<file path="config.mk">
export PLATFORM = sky130hd
export DESIGN_NAME = uart_rate_gen
export DESIGN_NICKNAME = d
export VERILOG_FILES = /design/src/rtl/uart_rate_gen.sv
export SDC_FILE = /design/constraint.sdc
export NUM_CORES = 1
export LEC_CHECK = 0
export ABC_AREA = 0
export BUFFER_PORTS_ARGS = -buffer_cell sky130_fd_sc_hd__buf_4
export CORE_MARGIN = 2
export CORE_UTILIZATION = 53
export CTS_CLUSTER_DIAMETER = 200
export DETAILED_ROUTE_END_ITERATION = 10
export GPL_TIMING_DRIVEN = 0
export PLACE_DENSITY = 0.77
export SLEW_MARGIN = 15
export SYNTH_ARGS = -nofsm -noshare
export SYNTH_HDL_FRONTEND = slang
export SYNTH_SLANG_ARGS = --single-unit
</file>
<file path="constraint.sdc">
create_clock -name clk -period 2.2 [get_ports clk]
set_input_delay 0.11 -clock clk [delete_from_list [all_inputs] [get_ports clk]]
set_output_delay 0.11 -clock clk [all_outputs]
set_load 0.03 [all_outputs]
</file>
<file path="src/rtl/uart_rate_gen.sv">
module uart_rate_gen #(
  parameter int         PRESCALE  = 12,
  parameter logic [7:0] PCTL_ADDR = 8'h87,
  parameter logic [7:0] RLD_ADDR  = 8'h8D
) (
  input  logic       clk,
  input  logic       rst_n,
  input  logic       reg_wr,
  input  logic [7:0] reg_addr,
  input  logic [7:0] reg_wdata,
  output logic [7:0] reg_rdata,
  input  logic [1:0] ser_mode,
  output logic       baud_tick,
  output logic       idle_req,
  output logic       pdown_req
);
  localparam int PW = $clog2(PRESCALE);

  logic [PW-1:0] pre_cnt;
  logic [7:0]    pctl_q, reload_q, tmr_q;
  logic [4:0]    fin_cnt;
  logic          dbl_act;

  wire mc_tick  = (pre_cnt == PW'(PRESCALE - 1));
  wire roll     = mc_tick && (tmr_q == 8'hFF);
  wire [4:0] fin_last = dbl_act ? 5'd15 : 5'd31;
  wire wrap     = roll && (fin_cnt == fin_last);
  wire dbl_req  = pctl_q[7] && (ser_mode != 2'b00);

  assign idle_req  = pctl_q[0];
  assign pdown_req = pctl_q[1];

  always_comb begin
    if (reg_addr == PCTL_ADDR)     reg_rdata = pctl_q;
    else if (reg_addr == RLD_ADDR) reg_rdata = reload_q;
    else                           reg_rdata = 8'h00;
  end

  always_ff @(posedge clk) begin
    if (!rst_n) begin
      pctl_q   <= 8'h00;
      reload_q <= 8'h00;
    end else if (reg_wr) begin
      if (reg_addr == PCTL_ADDR) pctl_q   <= reg_wdata & 8'h8F;
      if (reg_addr == RLD_ADDR)  reload_q <= reg_wdata;
    end
  end

  always_ff @(posedge clk) begin
    if (!rst_n) begin
      pre_cnt   <= '0;
      tmr_q     <= 8'h00;
      fin_cnt   <= 5'd0;
      dbl_act   <= 1'b0;
      baud_tick <= 1'b0;
    end else begin
      baud_tick <= wrap;
      pre_cnt   <= mc_tick ? '0 : pre_cnt + 1'b1;
      if (mc_tick) tmr_q <= (tmr_q == 8'hFF) ? reload_q : tmr_q + 8'd1;
      if (roll) begin
        if (wrap) begin
          fin_cnt <= 5'd0;
          dbl_act <= dbl_req;
        end else begin
          fin_cnt <= fin_cnt + 5'd1;
        end
      end
    end
  end

  AST_TICK_PULSE: assert property (@(posedge clk) disable iff (!rst_n)
    baud_tick |=> !baud_tick);
  AST_TICK_FROM_ROLL: assert property (@(posedge clk) disable iff (!rst_n)
    baud_tick |-> $past(roll));
  AST_RSVD_ZERO: assert property (@(posedge clk) disable iff (!rst_n)
    (reg_addr == PCTL_ADDR) |-> (reg_rdata[6:4] == 3'b000));
  AST_REQ_WRITE: assert property (@(posedge clk) disable iff (!rst_n)
    (reg_wr && reg_addr == PCTL_ADDR) |=>
      (idle_req == $past(reg_wdata[0]) && pdown_req == $past(reg_wdata[1])));
  AST_DBL_HOLD: assert property (@(posedge clk) disable iff (!rst_n)
    !wrap |=> $stable(dbl_act));
  AST_RELOAD_ON_ROLL: assert property (@(posedge clk) disable iff (!rst_n)
    roll |=> (tmr_q == $past(reload_q)));
endmodule

</file>
# --- After elaboration in Yosys (flattened, before gate mapping) ---
# Index checks and enable logic that the tools add are counted.
word_totals:
  reg_bits: 32
  output_inout_bits: 11
  in_bits: 21
classes:
  n_bitwise: 1
  reduce_logical: 8
  mux: 5
  eq_ne: 5
  addsub: 3
op_table:
  columns: ["op", "count"]
  rows:
  - ["$eq A8 B8 Y1 const B", 3]
  - ["$mux W8", 3]
  - ["$mux W5", 2]
  - ["$add A8 B1 Y8 const B", 1]
  - ["$reduce_and A2 Y1", 3]
  - ["$add A5 B1 Y5 const B", 1]
  - ["$eq A5 B5 Y1", 1]
  - ["$add A4 B1 Y4 const B", 1]
  - ["$eq A4 B4 Y1 const B", 1]
  - ["$logic_and A1 B1 Y1", 3]
  - ["$reduce_bool A2 Y1", 1]
  - ["$reduce_or A2 Y1", 1]
  - ["$not A1 Y1", 1]

# --- Logic depth before layout (Yosys ltp) ---
# Gate-level depths: netlist of the first run.
depth:
  ltp_word: 4
  ltp_mapped: 6
  ltp_nobuf: 5

# --- Worst setup path after synthesis of the first run ---
# OpenSTA, ideal clock, no wires.
synth_path:
  kind: "register -> register"
  startpoint: "register tmr_q[0]"
  endpoint: "register fin_cnt[4]"
  t_arrival_ps: 1471
  path_slack_ps: 658
  path_stages_with_launch: 6
  n_path_buf: 0
  setup_time_ps: 71
  cell_sequence: "dfxtp_1 ha_1 and4_4 nand3_4 or4_1 a21oi_1"
synth_between:
  elab_chain_cells: 4
synth_lines:
  columns: ["element", "line", "rtl"]
  rows:
  - ["from (decl)", "20", "logic [7:0] pctl_q, reload_q, tmr_q;"]
  - ["from (signal assigned)", "59", "if (mc_tick) tmr_q <= (tmr_q == 8'hFF) ? reload_q : tmr_q + 8'd1;"]
  - ["$eq A8 B8 Y1 *", "25", "wire roll = mc_tick && (tmr_q == 8'hFF);"]
  - ["$logic_and A1 B1 Y1 *", "25", null]
  - ["$logic_and A1 B1 Y1", "27", "wire wrap = roll && (fin_cnt == fin_last);"]
  - ["$mux W5", "61", "if (wrap) begin"]
  - ["to (signal assigned)", "65", "fin_cnt <= fin_cnt + 5'd1;"]
  - ["to (decl)", "21", "logic [4:0] fin_cnt;"]
# Mark *: on every way between the ends. The rest lies on a longest branch, timed or not.
# A chain may end at the register's enable or synchronous reset.

# --- Final worst setup path of the first run ---
# Same ends and word-level chain as after synthesis.

==> metrics.txt, run 1 <==
# TYPE chip_impl_metric gauge
chip_impl_info{name="run_status",value="complete, no violations"} 1
chip_impl_metric{name="antenna_violations_before_repair",unit=""} 0
chip_impl_metric{name="post_synth_num_cell_types",unit=""} 37
chip_impl_metric{name="crit_buf_inv",unit=""} 0
chip_impl_metric{name="total_leakage_power",unit="nW"} 0.7483
chip_impl_info{name="grt_setup_unrepaired",value="false"} 1
chip_impl_metric{name="clk_latency",unit="ns"} 0.33
chip_impl_metric{name="number_of_hold_buffers_added_after_cts",unit=""} 0
chip_impl_metric{name="synthesis.instances",unit=""} 174
chip_impl_info{name="crit_path_end_kind",value="flip-flop"} 1
chip_impl_metric{name="timing.final.crit_share",unit="%"} 78.75
chip_impl_metric{name="netSwitchingPower",unit="uW"} 224.8
chip_impl_metric{name="initial_utilization",unit="%"} 55.26
chip_impl_metric{name="peakVddDrop",unit="mV"} 0.5172
chip_impl_metric{name="dp_worst_slack",unit="ns"} 0.5002
chip_impl_metric{name="grt-ovfl-total",unit=""} 0
chip_impl_metric{name="first_pass_grt_wire_length",unit="um"} 6044
chip_impl_info{name="cpLargestDelayFamily",value="simple AND/OR/NAND/NOR gates"} 1
chip_impl_info{name="postSynth.topFlopCell",value="sky130_fd_sc_hd__dfxtp_1"} 1
chip_impl_metric{name="tns",unit="ns"} 0
chip_impl_metric{name="syn-mean-instance-area",unit="sq um"} 8.607
chip_impl_info{name="worstSetupStartpointType",value="flip-flop"} 1
chip_impl_metric{name="initial_detailed_routing_violation_count",unit=""} 74
chip_impl_info{name="timing.setup.critical_path_class",value="reg -> reg"} 1
chip_impl_metric{name="comb_power_share",unit="%"} 6.3
chip_impl_info{name="clock_tree_root",value="sky130_fd_sc_hd__clkbuf_4"} 1
chip_impl_metric{name="synth.ff_latch_count",unit=""} 32
chip_impl_info{name="synth_area_leaders",value="sky130_fd_sc_hd__dfxtp_1, sky130_fd_sc_hd__o21ai_0, sky130_fd_sc_hd__nand3_1, sky130_fd_sc_hd__nand2_1, sky130_fd_sc_hd__a22o_1"} 1
chip_impl_metric{name="slew_viol_final",unit=""} 0
chip_impl_metric{name="routed-via-count",unit=""} 1458
chip_impl_metric{name="drcViolationCount",unit=""} 0
chip_impl_metric{name="cp_data_arrival_time",unit="ns"} 1.99
chip_impl_metric{name="drt_first_pass_iters",unit=""} 4
chip_impl_metric{name="synth_enable_flop_cells",unit=""} 0
chip_impl_metric{name="hold_viol_final",unit=""} 0
chip_impl_metric{name="cellPowerDensity",unit="mW/mm^2"} 558.5
chip_impl_metric{name="gpl.final_weighted_congestion",unit=""} 0.8452
chip_impl_metric{name="final.setup_skew",unit="ns"} 0.006836
chip_impl_info{name="layout_common_cells",value="sky130_fd_sc_hd__buf_4, sky130_fd_sc_hd__dfxtp_1, sky130_fd_sc_hd__o21ai_0"} 1
chip_impl_metric{name="asyncSetResetFlopFracSynth",unit="%"} 0
chip_impl_metric{name="drt-wirelength-per-cell",unit="um"} 14.41
chip_impl_metric{name="chip_height",unit="um"} 57.16
chip_impl_metric{name="synthDominantCellAreaShare",unit="%"} 42.77
chip_impl_metric{name="cts_setup_buffers",unit=""} 0
chip_impl_metric{name="core_area",unit="sq mm"} 0.002710
chip_impl_metric{name="pin_count_of_the_biggest_net_entering_global_routing",unit=""} 11
chip_impl_metric{name="fmaxAchievable",unit="MHz"} 577.2
chip_impl_metric{name="crit_required",unit="ns"} 2.46
chip_impl_metric{name="drt-vias-per-instance",unit=""} 6.000
chip_impl_info{name="worst_hold_startpoint",value="reg_wdata[4]"} 1
chip_impl_metric{name="die-area",unit="sq mm"} 0.003267
chip_impl_metric{name="cp_max_fo",unit=""} 7
chip_impl_metric{name="max_slew_margin",unit="%"} 65.73
chip_impl_metric{name="cell_internal_pwr",unit="uW"} 799.6
chip_impl_info{name="tritoncts",value="done"} 1
chip_impl_metric{name="mappedNetlistNets",unit=""} 198
chip_impl_metric{name="post_cts_resize_count",unit=""} 0
chip_impl_metric{name="crit_path_max_incr_delay",unit="ns"} 0.47
chip_impl_metric{name="share_of_synthesized_area_occupied_by_flip_flops_and_latches",unit="%"} 42.77
chip_impl_info{name="worst_r2r_startpoint",value="tmr_q[0]$_SDFFE_PN0N_"} 1
chip_impl_metric{name="layout-drive-gt1-share",unit="%"} 22.17
chip_impl_metric{name="htree_num_levels",unit=""} 2
chip_impl_metric{name="antenna_violating_nets_post_route",unit=""} 0
chip_impl_metric{name="grt_pass1_vias",unit=""} 1370
chip_impl_metric{name="final_nets",unit=""} 236
chip_impl_metric{name="numClockSinks",unit=""} 32
chip_impl_metric{name="io_pins",unit=""} 32
chip_impl_metric{name="placement_rows",unit=""} 19
chip_impl_metric{name="die_width",unit="um"} 57.16
chip_impl_info{name="worstPathCellList",value="ha_1 -> and4_4 -> nand3_4 -> or4_1 -> a21oi_1"} 1
chip_impl_info{name="setup.worst_path.start",value="tmr_q[0]$_SDFFE_PN0N_"} 1
chip_impl_metric{name="power.sequential.fraction",unit="%"} 57.4
chip_impl_metric{name="syn2layout_area_growth",unit="%"} 22.47
chip_impl_metric{name="max_cap_viol_count",unit=""} 0
chip_impl_metric{name="place.port_buffers",unit=""} 31
chip_impl_metric{name="power_switching_share",unit="%"} 21.95
chip_impl_metric{name="netlist_area",unit="sq mm"} 0.001498
chip_impl_metric{name="tritoncts.num_buffers",unit=""} 5
chip_impl_info{name="critical-path-slowest-cell",value="sky130_fd_sc_hd__or4_1"} 1
chip_impl_metric{name="max_slew.worst_pin.slew",unit="ns"} 0.5140
chip_impl_metric{name="layout_setup_ws",unit="ns"} 0.4675
chip_impl_metric{name="path_clk_slew",unit="ns"} 0.09
chip_impl_info{name="synth_area_leader_cell",value="sky130_fd_sc_hd__dfxtp_1"} 1
chip_impl_metric{name="routed_wirelength",unit="um"} 3502
chip_impl_info{name="holdCritPathClass",value="in -> reg"} 1
chip_impl_metric{name="dp_hpwl",unit="um"} 2600
chip_impl_metric{name="post_route_minimum_period",unit="ns"} 1.732
chip_impl_metric{name="share_clk_of_total_power",unit="%"} 36.3
chip_impl_metric{name="clock_tree.buffer_depth",unit=""} 2
chip_impl_metric{name="number_of_antenna_repair_diodes",unit=""} 0
chip_impl_metric{name="yosys_warnings",unit=""} 0
chip_impl_metric{name="setup_viol",unit=""} 0
chip_impl_metric{name="grtUsageTotal",unit="%"} 23.62
-- stage by stage --
stage	power [mW]	hold slack (ns)	instance area, sq um	util (%)	instances
2_1_floorplan	0.6282	0.2499	1498	-	174
3_3_place_gp	0.6637	0.3651	1769	65.28	236
3_5_place_dp	0.6666	0.3757	1769	65.28	236
4_1_cts	1.031	0.02629	1834	67.68	243
5_1_grt	1.064	0.02372	1834	67.68	243
6_report	1.024	0.03083	1834	67.68	243
-- logic make-up (layout without fill, tap and decap cells) --
| logic type | Yosys count | in the layout | synth area share (%) |
|---|---|---|---|
| xor+xnor | 6 | 6 | 3.509 |
| flops | 32 | 32 | 42.77 |
| mux | 4 | 4 | 2.673 |
| compound gates | 41 | 41 | 17.21 |
| fa+ha+maj | 3 | 3 | 2.507 |
| buf+inv | 9 | 47 | 2.673 |
| simple gates | 79 | 79 | 28.66 |
-- registers in the layout, summed over array words and instances (netlist names) --
signal,cells
tmr_q,8
pre_cnt,4
dbl_act,1
fin_cnt,5
reload_q,8
pctl_q,5
baud_tick,1
-- power groups by stage --
stage	logic [mW]	registers, mW	clock network [mW]
after floorplan	0.0278	0.600	0
after global placement	0.0629	0.601	0
after detailed placement	0.0653	0.601	0
after CTS	0.0654	0.588	0.377
after global routing	0.0731	0.589	0.402
final	0.0650	0.588	0.372
-- layout make-up --
class,instances,area [sq um]
buffer,8,36.28
clock buffer,7,65.06
fill,240,875.8
inverter,1,3.754
multi-input combinational,133,817.0
sequential,32,640.6
tap,31,38.79
timing repair buffer,31,232.7
-- worst min-delay path, cell delays in order --
cell and delay, ns:
sky130_fd_sc_hd__buf_4 0.11, sky130_fd_sc_hd__nand2_1 0.04, sky130_fd_sc_hd__o21ai_0 0.05
-- routing by layer --
layer	vias to the layer above	GRT usage, %	share of wire [%]
met5	-	0	0
met4	0	9.967	1.3
met3	7	5.669	6.3
met2	46	41.38	50
met1	691	27.47	43
li1	714	-	-
-- Yosys cell counts, types with 2 or more instances --
| master | n |
|---|---|
| sky130_fd_sc_hd__a211oi_1 | 3 |
| sky130_fd_sc_hd__a21oi_1 | 7 |
| sky130_fd_sc_hd__a22o_1 | 6 |
| sky130_fd_sc_hd__and2_1 | 5 |
| sky130_fd_sc_hd__and3_1 | 5 |
| sky130_fd_sc_hd__buf_2 | 2 |
| sky130_fd_sc_hd__clkbuf_1 | 4 |
| sky130_fd_sc_hd__dfxtp_1 | 32 |
| sky130_fd_sc_hd__ha_1 | 3 |
| sky130_fd_sc_hd__mux2i_1 | 4 |
| sky130_fd_sc_hd__nand2_1 | 17 |
| sky130_fd_sc_hd__nand3_1 | 17 |
| sky130_fd_sc_hd__nand4_1 | 7 |
| sky130_fd_sc_hd__nor2_1 | 13 |
| sky130_fd_sc_hd__nor2b_1 | 2 |
| sky130_fd_sc_hd__nor3_1 | 2 |
| sky130_fd_sc_hd__o21ai_0 | 18 |
| sky130_fd_sc_hd__o41ai_1 | 2 |
| sky130_fd_sc_hd__or3_1 | 3 |
| sky130_fd_sc_hd__xor2_1 | 5 |
-- final timing paths --
kind                                                 end  slack [ns]  cells past startpoint
worst max-delay path             fin_cnt[4]$_SDFFE_PN0P_        0.47                      5
worst min-delay path            reload_q[4]$_SDFFE_PN0P_        0.03                      3
worst max register to register   fin_cnt[4]$_SDFFE_PN0P_        0.47                      5
worst min register to register     pre_cnt[0]$_SDFF_PP0_        0.48                      1
Power figures use the tool's default switching activity.
==> inputs of run 2 (changes only) <==
Clock period 2.2 ns to 1.8 ns, I/O delays scaled along.
==> metrics.txt, run 2 (synthesis results as in run 1) <==
# TYPE chip_impl_metric gauge
chip_impl_metric{name="initial_utilization",unit="%"} 55.26
chip_impl_metric{name="grt-ovfl-total",unit=""} 0
chip_impl_info{name="tritoncts",value="done"} 1
chip_impl_metric{name="drt-vias-per-instance",unit=""} 6.008
chip_impl_metric{name="tns",unit="ns"} 0
chip_impl_metric{name="hold_viol_final",unit=""} 0
chip_impl_metric{name="dp_hpwl",unit="um"} 2600
chip_impl_metric{name="max_cap_viol_count",unit=""} 0
chip_impl_metric{name="setup_viol",unit=""} 0
chip_impl_metric{name="peakVddDrop",unit="mV"} 0.6321
chip_impl_metric{name="max_slew_margin",unit="%"} 64.81
chip_impl_metric{name="numClockSinks",unit=""} 32
chip_impl_metric{name="finish.utilization",unit="%"} 67.87
chip_impl_metric{name="routed_wirelength",unit="um"} 3511
chip_impl_metric{name="layout-drive-gt1-share",unit="%"} 23.11
chip_impl_metric{name="post_route_minimum_period",unit="ns"} 1.693
chip_impl_metric{name="htree_num_levels",unit=""} 2
chip_impl_metric{name="cp_max_fo",unit=""} 7
chip_impl_info{name="layout_top_registers",value="reload_q (8), tmr_q (8)"} 1
chip_impl_metric{name="crit_path_max_incr_delay",unit="ns"} 0.47
chip_impl_metric{name="chip_height",unit="um"} 57.16
chip_impl_metric{name="cellPowerDensity",unit="mW/mm^2"} 681.4
chip_impl_metric{name="layout_setup_ws",unit="ns"} 0.1069
chip_impl_metric{name="final.setup_skew",unit="ns"} 0.006254
chip_impl_metric{name="grt_pass1_vias",unit=""} 1370
chip_impl_metric{name="io_pins",unit=""} 32
chip_impl_info{name="cpLargestDelayFamily",value="simple AND/OR/NAND/NOR gates"} 1
chip_impl_metric{name="first_pass_grt_wire_length",unit="um"} 6044
chip_impl_metric{name="final_nets",unit=""} 236
chip_impl_info{name="run_status",value="complete, no violations"} 1
chip_impl_metric{name="routed-via-count",unit=""} 1460
chip_impl_metric{name="max_slew.worst_pin.slew",unit="ns"} 0.5279
chip_impl_metric{name="core_area",unit="sq mm"} 0.002710
chip_impl_metric{name="gpl.final_weighted_congestion",unit=""} 0.8452
chip_impl_metric{name="clk_latency",unit="ns"} 0.33
chip_impl_info{name="layout_common_cells",value="sky130_fd_sc_hd__buf_4, sky130_fd_sc_hd__dfxtp_1, sky130_fd_sc_hd__o21ai_0"} 1
chip_impl_metric{name="syn2layout_area_growth",unit="%"} 22.81
chip_impl_info{name="crit_path_end_kind",value="flip-flop"} 1
chip_impl_metric{name="grtUsageTotal",unit="%"} 23.62
chip_impl_metric{name="fmaxAchievable",unit="MHz"} 590.6
chip_impl_info{name="critical-path-slowest-cell",value="sky130_fd_sc_hd__or4_1"} 1
chip_impl_metric{name="tritoncts.num_buffers",unit=""} 5
chip_impl_info{name="worstPathCellList",value="ha_2 -> and4_4 -> nand3_4 -> or4_1 -> a21oi_1"} 1
chip_impl_metric{name="place.port_buffers",unit=""} 31
chip_impl_metric{name="placement.cell_area",unit="sq mm"} 0.001769
chip_impl_info{name="grt_setup_unrepaired",value="false"} 1
chip_impl_metric{name="antenna_violations_before_repair",unit=""} 0
chip_impl_metric{name="slew_viol_final",unit=""} 0
chip_impl_metric{name="antenna_violating_nets_post_route",unit=""} 0
chip_impl_metric{name="pin_count_of_the_biggest_net_entering_global_routing",unit=""} 11
chip_impl_info{name="timing.setup.critical_path_class",value="reg -> reg"} 1
chip_impl_info{name="clock_tree_root",value="sky130_fd_sc_hd__clkbuf_4"} 1
chip_impl_metric{name="drcViolationCount",unit=""} 0
chip_impl_metric{name="clock_tree.buffer_depth",unit=""} 2
chip_impl_info{name="holdCritPathClass",value="in -> reg"} 1
chip_impl_metric{name="initial_detailed_routing_violation_count",unit=""} 70
chip_impl_metric{name="die_width",unit="um"} 57.16
chip_impl_metric{name="crit_required",unit="ns"} 2.06
chip_impl_metric{name="cp_data_arrival_time",unit="ns"} 1.95
chip_impl_metric{name="total_leakage_power",unit="nW"} 0.7429
chip_impl_metric{name="cts_setup_buffers",unit=""} 0
chip_impl_metric{name="path_clk_slew",unit="ns"} 0.09
chip_impl_metric{name="die-area",unit="sq mm"} 0.003267
chip_impl_metric{name="timing.final.crit_share",unit="%"} 94.06
chip_impl_metric{name="dp_worst_slack",unit="ns"} 0.1002
chip_impl_metric{name="number_of_hold_buffers_added_after_cts",unit=""} 0
chip_impl_metric{name="placement_rows",unit=""} 19
chip_impl_metric{name="crit_buf_inv",unit=""} 0
chip_impl_metric{name="final_area",unit="sq mm"} 0.001839
chip_impl_metric{name="number_of_antenna_repair_diodes",unit=""} 0
chip_impl_metric{name="drt_first_pass_iters",unit=""} 4
chip_impl_info{name="worstSetupStartpointType",value="flip-flop"} 1
chip_impl_metric{name="drt-wirelength-per-cell",unit="um"} 14.45
[run 2: timing repair]
action	CTS	global route
resized for setup	0	2
endpoints found under the setup margin	0	1
endpoints found under the hold margin	0	0
[run 2: where the power goes]
part	switching (mW)	internal, mW
Sequential	0.00502	0.714
Combinational	0.0371	0.0429
Clock	0.233	0.221
[run 2: cell type report]
cell class	count	area, sq um
Buffer	8	36.28
Clock buffer	7	65.06
Fill cell	239	870.8
Inverter	1	3.754
Multi-Input combinational cell	133	822.0
Sequential cell	32	640.6
Tap cell	31	38.79
Timing Repair Buffer	31	232.7
[run 2: final timing paths]
| kind | start | slack [ns] | cells after the start | endpoint |
|---|---|---|---|---|
| max | tmr_q[0]$_SDFFE_PN0N_ | 0.11 | 5 | fin_cnt[4]$_SDFFE_PN0P_ |
| min | reg_wdata[4] | 0.01 | 3 | reload_q[4]$_SDFFE_PN0P_ |
| max reg2reg | tmr_q[0]$_SDFFE_PN0N_ | 0.11 | 5 | fin_cnt[4]$_SDFFE_PN0P_ |
| min reg2reg | pre_cnt[0]$_SDFF_PP0_ | 0.48 | 1 | pre_cnt[0]$_SDFF_PP0_ |
[run 2: metrics by stage]
step           hold slack (ns)  instances  total power, mW
3_5_place_dp            0.3557        236           0.8147
6_report              0.009854        243            1.253
5_1_grt               0.003723        243            1.300
3_3_place_gp            0.3451        236           0.8111
2_1_floorplan           0.2299        174           0.7678
4_1_cts               0.006286        243            1.260
[run 2: worst reg2reg max path: cells and delay by family, from the launching register on]
family / cells / cell delay, ns
flip-flops: 1 / 0.38
AO/OA/AOI/OAI: 1 / 0.17
adder cells (fa/ha/maj): 1 / 0.23
AND/OR/NAND/NOR: 3 / 0.83
[run 2: per-layer routing]
metal / GRT usage [%] / routed length, um / vias up
li1: - / - / 714
met1: 27.47 / 1490 / 686
met2: 41.38 / 1746 / 53
met3: 5.669 / 228 / 7
met4: 9.967 / 45 / 0
met5: 0 / 0 / -
